`src/rtl/disp_mode_pkg.sv`:
```
// Package for the display mode selector. It holds the item encoding and
// the stepping function. The select codes are fixed, because an external
// decoder reads them directly.
package disp_mode_pkg;

    localparam int MODE_CNT = 4;
    localparam int SEL_W    = $clog2(MODE_CNT);

    typedef enum logic [SEL_W-1:0] {
        MODE_TIME  = 2'b00,
        MODE_ALARM = 2'b01,
        MODE_STOPW = 2'b10,
        MODE_DATE  = 2'b11
    } mode_t;

    // Next item in the display order; the last code wraps to the first
    function automatic mode_t mode_step(input mode_t cur);
        logic [SEL_W-1:0] v;
        v = cur;
        v = v + {{(SEL_W-1){1'b0}}, 1'b1};
        return mode_t'(v);
    endfunction

endpackage

```
`src/rtl/btn_press_det.sv`:
```
// Press detector. It keeps the button level sampled at the last edge and
// flags a press when the button reads 1 now and read 0 then. Assumes the
// button is already synchronous and debounced. Reset clears the history.
module btn_press_det (
    input  logic clk,
    input  logic rst_n,
    input  logic btn_i,
    output logic press_o
);

    logic btn_q;

    // Store the button level seen at each edge
    always_ff @(posedge clk) begin
        if (!rst_n) btn_q <= 1'b0;
        else        btn_q <= btn_i;
    end

    // A press is a 0 to 1 step between two sampled levels
    always_comb press_o = btn_i & ~btn_q;

    // a press flag never stands on two edges in a row
    p_single_press_r5: assert property (@(posedge clk) disable iff (!rst_n)
        press_o |=> !press_o);

endmodule

```
`src/rtl/disp_mode_seq.sv`:
```
// Mode sequencer. It holds the current item and steps it once for each
// press pulse. Assumes a press pulse lasts one cycle. Reset selects time.
module disp_mode_seq
    import disp_mode_pkg::*;
(
    input  logic  clk,
    input  logic  rst_n,
    input  logic  press_i,
    output mode_t mode_o
);

    // Move to the next item on a press and hold otherwise
    always_ff @(posedge clk) begin
        if (!rst_n)       mode_o <= MODE_TIME;
        else if (press_i) mode_o <= mode_step(mode_o);
    end

    // a press moves the select forward by exactly one code
    p_step_one_r3: assert property (@(posedge clk) disable iff (!rst_n)
        press_i |=> (mode_o == mode_t'($past(mode_o) + 2'd1)));

    // the date code is followed by the time code
    p_wrap_r4: assert property (@(posedge clk) disable iff (!rst_n)
        (press_i && mode_o == MODE_DATE) |=> (mode_o == MODE_TIME));

    // without a press the select does not move
    p_hold_r6: assert property (@(posedge clk) disable iff (!rst_n)
        !press_i |=> $stable(mode_o));

endmodule

```
`src/rtl/disp_data_mux.sv`:
```
// Display data multiplexer. It passes one of MODE_CNT source words,
// indexed by the select code. It is purely combinational. Assumes the
// sources are packed with source 0 in the lowest bits.
module disp_data_mux
    import disp_mode_pkg::*;
#(
    parameter int DATA_W = 8
) (
    input  logic [MODE_CNT*DATA_W-1:0] src_i,
    input  mode_t                      sel_i,
    output logic [DATA_W-1:0]          out_o
);

    logic [DATA_W-1:0] src_arr [MODE_CNT];

    // Unpack the source bus into one word per item
    for (genvar g = 0; g < MODE_CNT; g++) begin : g_unpack
        assign src_arr[g] = src_i[g*DATA_W +: DATA_W];
    end

    // Route the selected word through
    always_comb out_o = src_arr[sel_i];

endmodule

```
`src/rtl/disp_mode_sel.sv`:
```
// Display mode selector top. It joins the press detector, the sequencer
// and the data multiplexer. Assumes btn is synchronous and debounced.
// sel changes only on a rising clock edge.
module disp_mode_sel
    import disp_mode_pkg::*;
#(
    parameter int DATA_W = 8
) (
    input  logic              clk,
    input  logic              rst_n,
    input  logic              btn,
    input  logic [DATA_W-1:0] time_data,
    input  logic [DATA_W-1:0] alarm_data,
    input  logic [DATA_W-1:0] stopw_data,
    input  logic [DATA_W-1:0] date_data,
    output logic [1:0]        sel,
    output logic [DATA_W-1:0] disp_data
);

    logic  press;
    mode_t mode;

    btn_press_det u_det (
        .clk     (clk),
        .rst_n   (rst_n),
        .btn_i   (btn),
        .press_o (press)
    );

    disp_mode_seq u_seq (
        .clk     (clk),
        .rst_n   (rst_n),
        .press_i (press),
        .mode_o  (mode)
    );

    disp_data_mux #(.DATA_W(DATA_W)) u_mux (
        .src_i ({date_data, stopw_data, alarm_data, time_data}),
        .sel_i (mode),
        .out_o (disp_data)
    );

    // Drive the select port from the sequencer state
    always_comb sel = mode;

    // the first edge after reset release sees the time code
    p_reset_time_r1: assert property (@(posedge clk) disable iff (!rst_n)
        $rose(rst_n) |-> (sel == 2'b00));

    // the date code routes the date word, the time code the time word
    p_date_route_r2: assert property (@(posedge clk) disable iff (!rst_n)
        (sel == 2'b11) |-> (disp_data == date_data));
    p_time_route_r2: assert property (@(posedge clk) disable iff (!rst_n)
        (sel == 2'b00) |-> (disp_data == time_data));

endmodule

```
`config.mk`:
```
export PLATFORM = sky130hd
export DESIGN_NAME = disp_mode_sel
export DESIGN_NICKNAME = d
export VERILOG_FILES = /design/src/rtl/disp_mode_pkg.sv /design/src/rtl/btn_press_det.sv /design/src/rtl/disp_mode_seq.sv /design/src/rtl/disp_data_mux.sv /design/src/rtl/disp_mode_sel.sv
export SDC_FILE = /design/constraint.sdc
export NUM_CORES = 1
export LEC_CHECK = 0
export BUFFER_PORTS_ARGS = -buffer_cell sky130_fd_sc_hd__buf_2
export CORE_AREA = 2 2 39 41
export DETAILED_ROUTE_END_ITERATION = 16
export DIE_AREA = 0 0 41 43
export MAX_ROUTING_LAYER = met4
export PLACE_DENSITY = 0.65
export SETUP_SLACK_MARGIN = 0.05
export SYNTH_ARGS = -nofsm -noshare
export SYNTH_HDL_FRONTEND = slang
export SYNTH_SLANG_ARGS = --single-unit
```
`constraint.sdc`:
```
create_clock -name clk -period 2 [get_ports clk]
set_clock_uncertainty 0.2 [all_clocks]
set_input_delay 0.5 -clock clk [delete_from_list [all_inputs] [get_ports clk]]
set_output_delay 0.5 -clock clk [all_outputs]
set_load 0.01 [all_outputs]
```
-- After elaboration in Yosys (flattened, before gate mapping)
Cells that the tools add are included.
- bits in registers: 3
- input port bits: 35
- output and inout port bits: 10
- logic and storage cells: 10
- add/subtract/negate cells: 1
- $lt $le $gt $ge: 1
- mux-type cells: 3
- bitwise logic cells: 3
- operators by type and width (cell ; count):
    binary-select mux 8 bit (select 2 bit) ; 1
    two-way mux 8 bit ; 2
    >= comparator 3 bit (second input constant) ; 1
    inverter 2 -> 3 bit ; 1
    adder 2 x 1 -> 2 bit (second input constant) ; 1
    bitwise AND 1 bit ; 1
    inverter 1 bit ; 1

-- Depth between registers and ports, before layout
Gate-level depths: netlist of run 1.
- depth in word-level cells: 4
- mapped depth: 4

-- Cells and area by module
From an unflattened synthesis of run 1, not the netlist that was laid out.
- cells, all modules: 21
- area total of the unflattened synthesis: 315.3 sq um
- by module, submodules not included (module ; instances ; cells an instance ; area each (sq um) ; sequential area each (sq um)):
    disp_data_mux ; 1 ; 10 ; 196.4 ; 0.0
    disp_mode_seq ; 1 ; 8 ; 78.8 ; 40.0
    btn_press_det ; 1 ; 3 ; 40.0 ; 20.0

-- Least setup slack after synthesis of run 1
No wires, ideal clock.
- path kind: register to output
- start point: register u_seq.mode_o[0]
- end point: output port disp_data[0]
- arrival: 1.089 ns
- data required time: 1.300 ns
- path slack: 0.211 ns
- stages on the path, launching flop included: 3
- path buffers: 1
- cells stage by stage: dfxtp_1 buf_6 mux4_2
- longest elaborated chain between the ends: 4
- RTL lines (element ; RTL line ; RTL):
    from (decl) ; disp_mode_seq.sv:9 ; output mode_t mode_o
    from (signal assigned) ; disp_mode_seq.sv:15 ; else if (press_i) mode_o <= mode_step(mode_o);
    inverter 2 -> 3 bit (implied by the code) ; disp_data_mux.sv:22 ; always_comb out_o = src_arr[sel_i];
    binary-select mux 8 bit (select 2 bit) ; disp_data_mux.sv:22 ;
    two-way mux 8 bit (implied by the code) (2 in a row) ; disp_data_mux.sv:22 ;
    to (decl) ; disp_mode_sel.sv:17 ; output logic [DATA_W-1:0] disp_data
No other way between the ends. The select of a mux whose other input is x is not followed.

-- Final worst setup path of run 1
Ends and elaborated chain as after synthesis.

==> results of run 1 <==
## placed cells by master (no fill, tap or decap)
cell type,count
buf_12,1
clkbuf_1,1
buf_4,1
mux4_2,8
nand3b_1,1
buf_16,1
clkbuf_4,3
buf_6,8
xnor2_1,2
dfxtp_1,2
nand2b_1,1
dfxtp_4,1
buf_2,36
and2_1,3
## layout make-up
class	count	area [um^2]
clock buffers	4	26.28
fillers	118	718.2
multi-input cells	15	230.2
flip-flops and latches	3	63.81
well taps	16	20.02
repair buffers	47	325.3
## registers in the layout, summed over array words and instances, names as in the netlist
name / count
u_det.btn_q: 1
u_seq.mode_o: 2
## stage by stage
stage	hold WS, ns	instance area, um^2
floorplan	0.4217	306.5
global placement	0.4515	550.5
detailed placement	0.4738	550.5
CTS	0.2943	646.9
global route	0.3040	665.6
finish	0.2950	665.6
## power by group through the flow
stage               logic, uW  clock network, uW  registers (uW)
global route              203                118            75.9
global placement          145                  0            72.6
CTS                       179                111            75.0
floorplan                79.7                  0            69.9
detailed placement        146                  0            72.9
finish                    189                110            74.9
## timing repair
action	CTS	global route
cloned	1	0
resized for setup	8	3
endpoints found under the setup margin	8	8
buffers inserted	1	0
hold endpoints to repair	0	0
hold buffers	0	0
## per-layer routing
| layer | up-vias | track usage (%) | routed length, um |
|---|---|---|---|
| li1 | 180 | - | - |
| met3 | 0 | 8.377 | 315 |
| met5 | - | - | 0 |
| met1 | 180 | 18.69 | 502 |
| met4 | 0 | 4.000 | 0 |
| met2 | 49 | 25.62 | 585 |
## cell families after synthesis
kind of cell	count (synthesis)	synth area share (%)
xor+xnor	2	5.715
buf+inv	2	5.304
flops	3	19.59
mux	8	58.77
simple gates	5	10.62
## final timing paths
path                                                   start                            to
worst min register to register        u_det.btn_q$_SDFF_PN0_  u_seq.mode_o[0]$_SDFFE_PN0P_
worst max-delay path            u_seq.mode_o[0]$_SDFFE_PN0P_                  disp_data[0]
worst max register to register  u_seq.mode_o[0]$_SDFFE_PN0P_  u_seq.mode_o[1]$_SDFFE_PN0P_
worst min-delay path                                   rst_n  u_seq.mode_o[1]$_SDFFE_PN0P_
## critical path: cells and delay by family (launching register included)
kind	cells	cell delay (ns)
DFF	1	0.37
muxes	1	0.52
buffers and inverters	2	0.26
==> results.yml, run 1 <==
sta:
  period_needed_ns: 2.089
  fin_ws_ns: -0.08854
  fin_crit_sh_pct: 104.4
  finalSetupViolCount: 8
  hold_violations: 0
  relSlewSlack_pct: 71.51
  fmax_ghz: 0.4788
  setup-tns-final_ns: -0.5568
  rsz0062_at_grt: "yes"
  tightest_slew_ns: 0.4268
  slew_violations: 0
detailed_routing:
  wirelength_um: 1402
  routed_via_density: 4.812
  drc: 0
  num_vias: 409
  wire_per_inst_um: 16.49
  dr.first_iter.drc_count: 13
  ant_nets: 0
  dr.pass1.iters: 4
cts:
  insertion_delay_ns: 0.23
  clock-sinks: 3
  path_clk_slew_ns: 0.04
  cts_tree: "yes"
  numCtsBuffers: 3
  htreeDepth: 1
  cts-root-buf: "clkbuf_4"
  clk_path_buf_depth: 2
yosys:
  yosys_warnings: 0
  yosysSeqAreaShare_pct: 19.59
  ys_dominant_reg_cell: "dfxtp_1"
  synth_top_area_share_pct: 58.78
  yosysTopAreaCell: "mux4_2"
  syn_area_per_cell_um2: 15.33
  yosysMostFrequentCell: "mux4_2"
  synth_seq_cells: 3
  synth_edf_count: 0
  synthDistinctLibCells: 8
  netlist_area_um2: 306.5
  synth_fp_nets: 55
  async_flop_share_pct: 0
  synth_top_cells_by_area: "mux4_2, dfxtp_1, and2_1, xnor2_1, buf_6"
  ys_top_cells_by_count: "mux4_2, and2_1, dfxtp_1"
  postSynthCellCount: 20
power_and_ir_drop:
  p_total_uw: 374.0
  p_per_area_nw_per_um2: 561.9
  power_frac_comb_pct: 50.6
  peakVddDrop_uv: 344.6
  switching_share_pct: 28.07
  power_frac_seq_pct: 20.0
  p_int_uw: 269.0
  p_clk_share_pct: 29.4
  p_sw_uw: 105.0
  leakage_uw: 0.0003182
setup_path:
  crit_path_top_delay_cell: "mux4_2"
  cp_data_arrival_time_ns: 1.39
  max_stage_delay_ns: 0.52
  path_cells: "buf_12, mux4_2, buf_6"
  worstPathMaxFanout: 5
  crit_type: "reg2out"
  cp-end-kind: "output port"
  r2r_slack_ns: 0.72
  crit_path_start_kind: "flip-flop"
  cp.required_ns: 1.30
  ff2ff_path_depth: 5
worst_hold_path:
  hp-class: "in2reg"
  min_path_cells: 2
floorplan:
  die_y_um: 43
  coreArea_um2: 1384
  rows: 14
  io_pins: 45
  fp.dieArea_um2: 1763
  die_w_um: 41
  initial_utilization_pct: 22.15
flow_run:
  drv_cap: 0
final_layout:
  post-route-util_pct: 48.10
  drive_gt1_share_pct: 85.51
  diodes: 0
  stdcell_count: 85
  fin_nets: 105
  syn_to_final_growth_pct: 117.1
global_route:
  antenna_found_initial: 0
  grt_pass1_wl_um: 1828
  grt_max_degree: 11
  grt-ovfl-total: 0
  grt_use_total_pct: 16.67
  grt_pass1_vias: 437
run_status:
  failed_checks: "negative setup slack"
  status: "finished, violations left"
placed_design:
  dp.cells: 79
  place_ws_ns: 0.06679
  port_buffers: 44
  gp_congestion: 0.6698
  dp_hpwl_um: 1183
(Power assumes the default switching activity.)
==> run 2: changes to the inputs <==
--- a/config.mk
+++ b/config.mk
@@ -6,11 +6,13 @@
 export NUM_CORES = 1
 export LEC_CHECK = 0
 export BUFFER_PORTS_ARGS = -buffer_cell sky130_fd_sc_hd__buf_2
-export CORE_AREA = 2 2 39 41
+export CELL_PAD_IN_SITES_DETAIL_PLACEMENT = 1
+export CELL_PAD_IN_SITES_GLOBAL_PLACEMENT = 1
+export CORE_MARGIN = 1
+export CORE_UTILIZATION = 18
 export DETAILED_ROUTE_END_ITERATION = 16
-export DIE_AREA = 0 0 41 43
 export MAX_ROUTING_LAYER = met4
-export PLACE_DENSITY = 0.65
+export PLACE_DENSITY_LB_ADDON = 0.1
 export SETUP_SLACK_MARGIN = 0.05
 export SYNTH_ARGS = -nofsm -noshare
 export SYNTH_HDL_FRONTEND = slang
==> run 2 against run 1 <==
  * The run still ends with negative setup slack left
  * First-iteration DRC count shrank 85%
  * Worst setup slack gained 0.019 ns
  * Final area shrank 0.94%
  * Clock-buffer cell count is the same
  * Critical endpoint is now disp_data[5]
  * Maximum frequency grew 0.94%
  * Non-clock buffer count grew 2
  * Sequential power shrank 6.7%
==> results.yml, run 2 (synthesis gave the netlist of run 1 again) <==
final_layout:
  diodes: 0
  stdcell_area_um2: 659.4
  final_cell_mix: "buf_2, mux4_2, buf_6"
  largestRegisters: "u_seq.mode_o: 2 flops, u_det.btn_q: 1 flops"
  drive_gt1_share_pct: 85.92
  fin_nets: 107
  regMostFlops: "u_seq.mode_o"
  largest_reg_flops: 2
  final_common_cell: "buf_2"
  post-route-util_pct: 42.78
  syn_to_final_growth_pct: 115.1
power_and_ir_drop:
  peakVddDrop_uv: 350.5
  leakage_uw: 0.0003219
  p_per_area_nw_per_um2: 539.1
worst_hold_path:
  min_path_cells: 2
  holdPathEnd: "u_det.btn_q$_SDFF_PN0_"
  min_from: "btn"
  hp-class: "in2reg"
setup_path:
  r2r-start: "u_seq.mode_o[0]$_SDFFE_PN0P_"
  ff2ff_path_depth: 5
  worstPathMaxFanout: 4
  r2r_slack_ns: 0.71
  max_stage_delay_ns: 0.49
  path_cells: "clkbuf_16, mux4_2, buf_6"
  crit_path_top_delay_cell: "mux4_2"
  regToRegEndpoint: "u_seq.mode_o[1]$_SDFFE_PN0P_"
  cp-end-kind: "output port"
  cp_data_arrival_time_ns: 1.37
  crit_path_start_kind: "flip-flop"
  crit_type: "reg2out"
  cp.required_ns: 1.30
cts:
  path_clk_slew_ns: 0.04
  cts_hold_buffers: 0
  htreeDepth: 1
  cts_tree: "yes"
  insertion_delay_ns: 0.23
  cts-root-buf: "clkbuf_4"
  clk_path_buf_depth: 2
  numCtsBuffers: 3
  clock-sinks: 3
sta:
  fin_crit_sh_pct: 103.5
  finalSetupViolCount: 8
  fin_ws_ns: -0.06918
  period_needed_ns: 2.069
  rsz0062_at_grt: "yes"
  relSlewSlack_pct: 93.10
  timing.hold.ws_ns: 0.2992
  hold_violations: 0
  slew_violations: 0
  tightest_slew_ns: 0.1028
  fmax_ghz: 0.4833
floorplan:
  die_w_um: 43.27
  coreArea_um2: 1541
  initial_utilization_pct: 19.89
  fp.dieArea_um2: 1872
  io_pins: 45
  die_y_um: 43.27
  rows: 14
global_route:
  grt_max_degree: 11
  antenna_found_initial: 0
  grt_pass1_wl_um: 1731
  grt-ovfl-total: 0
  grt_use_total_pct: 12.75
  grt_pass1_vias: 399
detailed_routing:
  routed_via_density: 4.621
  dr.first_iter.drc_count: 2
  num_vias: 402
  ant_nets: 0
  dr.pass1.iters: 2
  drc: 0
  wirelength_um: 1095
  wire_per_inst_um: 12.59
flow_run:
  drv_cap: 0
run_status:
  failed_checks: "negative setup slack"
  status: "finished, violations left"
placed_design:
  placed_area_um2: 565.5
  place_ws_ns: 0.1017
  port_buffers: 44
  gp_congestion: 0.6762
[run 2: cell types whose count changed in the layout (fill, tap and decap cells not counted), sizes merged]
cell,change
clkbuf,+1
buf,+1
[run 2: stage by stage]
stage	power [uW]	setup TNS, ns	cells
after CTS	332.7	-0.6271	85
after detailed placement	218.9	0	81
after global placement	216.7	0	81
after global routing	377.4	-0.7670	87
after floorplan	149.6	0	20
final	355.5	-0.4881	87
[run 2: repair_timing]
item	in CTS	in global routing
buffers inserted	0	1
gates cloned	0	1
resized for setup	1	6
setup endpoints to repair	8	8
endpoints found under the hold margin	0	0
[run 2: critical path: cells and delay by family (launching register included)]
| family | cells | cell delay (ns) |
|---|---|---|
| buffers and inverters | 2 | 0.28 |
| flip-flops | 1 | 0.37 |
| multiplexers | 1 | 0.49 |
[run 2: cell type report]
cell class,count,area (um^2)
repair buffers,49,319.1
clock buffers,4,26.28
well taps,16,20.02
fillers,195,882.1
flip-flops and latches,3,63.81
multi-input cells,15,230.2
[run 2: per-layer routing]
layer	vias to the layer above	global-route usage [%]	routed length, um	share of wire, %
li1	186	-	-	-
met1	193	11.87	356	33
met2	23	25.07	639	58
met3	0	2.979	99	9.0
met4	0	3.636	0	0
met5	-	-	0	0
[run 2: worst max path at each step]
stage	from	endpoint	slack, ns	depth (start not counted)
after floorplan	u_seq.mode_o[0]$_SDFFE_PN0P_	disp_data[0]	0.21	2
after global placement	date_data[1]	disp_data[1]	0.10	3
after detailed placement	date_data[3]	disp_data[3]	0.10	3
after CTS	u_seq.mode_o[0]$_SDFFE_PN0P_	disp_data[6]	-0.08	3
after global routing	u_seq.mode_o[0]$_SDFFE_PN0P_	disp_data[6]	-0.10	3
final	u_seq.mode_o[0]$_SDFFE_PN0P_	disp_data[5]	-0.07	3
[run 2: where the power goes]
group	switching, uW	total (uW)	internal, uW
Combinational	57.7	178	120
Clock	32.9	108	74.9
Sequential	4.61	69.9	65.3
==> run 3: changes to the inputs <==
--- a/config.mk
+++ b/config.mk
@@ -14,6 +14,7 @@
 export MAX_ROUTING_LAYER = met4
 export PLACE_DENSITY_LB_ADDON = 0.1
 export SETUP_SLACK_MARGIN = 0.05
+export SKIP_LAST_GASP = 1
 export SYNTH_ARGS = -nofsm -noshare
 export SYNTH_HDL_FRONTEND = slang
 export SYNTH_SLANG_ARGS = --single-unit
==> run 3 against run 2 <==
  * The run still ends with negative setup slack left
  * Die area unchanged
  * Sequential power about the same
  * Final area increased by 1.1%
  * Clock power about the same
  * Critical path depth unchanged
  * Worst hold slack improved by 0.0038 ns
  * Global-route usage unchanged
  * Highest routed layer unchanged
==> results.yml, run 3 (synthesis gave the netlist of run 1 again) <==
run_status:
  status: "finished, violations left"
  failed_checks: "negative setup slack"
sta:
  rsz0062_at_grt: "yes"
  fin_ws_ns: -0.06660
  timing.hold.ws_ns: 0.3030
  relSlewSlack_pct: 91.05
  slew_violations: 0
  hold_violations: 0
  tightest_slew_ns: 0.1333
  fin_crit_sh_pct: 103.3
  fmax_ghz: 0.4839
  finalSetupViolCount: 8
  period_needed_ns: 2.067
final_layout:
  largest_reg_flops: 2
  syn_to_final_growth_pct: 117.6
  diodes: 0
  final_cell_mix: "buf_2, mux4_2, buf_6"
  fin_nets: 108
  final_common_cell: "buf_2"
  largestRegisters: "u_seq.mode_o: 2 flops, u_det.btn_q: 1 flops"
  drive_gt1_share_pct: 86.11
  regMostFlops: "u_seq.mode_o"
global_route:
  use_met3_pct: 2.979
  grt-ovfl-total: 0
  grt_pass1_wl_um: 1731
  grt_max_degree: 11
  grt_pass1_vias: 399
  grt_use_total_pct: 12.75
  antenna_found_initial: 0
  met2_usage_pct: 25.07
  grt_busiest_layer: "met2"
  met1_usage_pct: 11.87
floorplan:
  coreArea_um2: 1541
  initial_utilization_pct: 19.89
  fp.dieArea_um2: 1872
  rows: 14
  die_y_um: 43.27
  die_w_um: 43.27
  io_pins: 45
cts:
  cts_tree: "yes"
  htreeDepth: 1
  clk_path_buf_depth: 2
  cts-root-buf: "clkbuf_4"
  insertion_delay_ns: 0.23
  clock-sinks: 3
  path_clk_slew_ns: 0.04
  numCtsBuffers: 3
detailed_routing:
  drc: 0
  ant_nets: 0
  wire_per_inst_um: 12.38
  wirelength_um: 1089
  num_vias: 405
  dr.pass1.iters: 2
  routed_via_density: 4.602
  dr.first_iter.drc_count: 2
setup_path:
  crit_path_start_kind: "flip-flop"
  cp_data_arrival_time_ns: 1.37
  ff2ff_path_depth: 5
  cp.required_ns: 1.30
  crit_type: "reg2out"
  cp-end-kind: "output port"
  worstPathMaxFanout: 4
placed_design:
  place_ws_ns: 0.1017
  port_buffers: 44
  gp_congestion: 0.6762
power_and_ir_drop:
  p_per_area_nw_per_um2: 536.2
  leakage_uw: 0.0003271
  peakVddDrop_uv: 347.6
worst_hold_path:
  min_path_cells: 2
  hp-class: "in2reg"
flow_run:
  drv_cap: 0
run 3: cell count changes in the layout (fill, tap and decap cells not counted), sizes merged:
cell	previous run	this run
buf	48	49
run 3: power by group:
group | internal, uW | switching (uW)
Sequential | 65.3 | 4.62
Clock | 74.8 | 31.6
Combinational | 123 | 58.5
run 3: final timing paths:
path	endpoint	slack, ns	start
max	disp_data[5]	-0.07	u_seq.mode_o[0]$_SDFFE_PN0P_
max reg2reg	u_seq.mode_o[0]$_SDFFE_PN0P_	0.67	u_seq.mode_o[0]$_SDFFE_PN0P_
min	u_det.btn_q$_SDFF_PN0_	0.30	btn
min reg2reg	u_seq.mode_o[0]$_SDFFE_PN0P_	0.47	u_det.btn_q$_SDFF_PN0_
run 3: cell type report:
| type | instances | area (um^2) |
|---|---|---|
| Tap cell | 16 | 20.02 |
| Fill cell | 193 | 874.6 |
| Multi-Input combinational cell | 15 | 230.2 |
| Clock buffer | 4 | 26.28 |
| Sequential cell | 3 | 63.81 |
| Timing Repair Buffer | 50 | 326.6 |
run 3: critical path, stage by stage (launching register included):
cell and delay [ns]:
dfxtp_4 0.37, clkbuf_16 0.14, mux4_2 0.49, buf_6 0.14
run 3: per-stage QoR:
step	setup TNS, ns	instance area (um^2)	total power [uW]	util [%]	instances
floorplan	0	306.5	149.6	-	20
global placement	0	565.5	216.7	36.69	81
detailed placement	0	565.5	218.9	36.69	81
CTS	-0.9190	591.8	332.0	38.39	85
global route	-0.7696	666.9	380.2	43.26	88
finish	-0.4674	666.9	357.6	43.26	88
run 3: routing by layer:
layer  up-vias  share of wire [%]  wire length, um
li1        189                  -                -
met1       193                 32              353
met2        23                 58              636
met3         0                9.1               99
met4         0                  0                0
met5         -                  0                0
run 3: timing repair:
item                       CTS  global route
buffers inserted             0             2
resized for setup            0             7
setup endpoints to repair    8             8
hold buffers                 0             0
cloned                       0             1
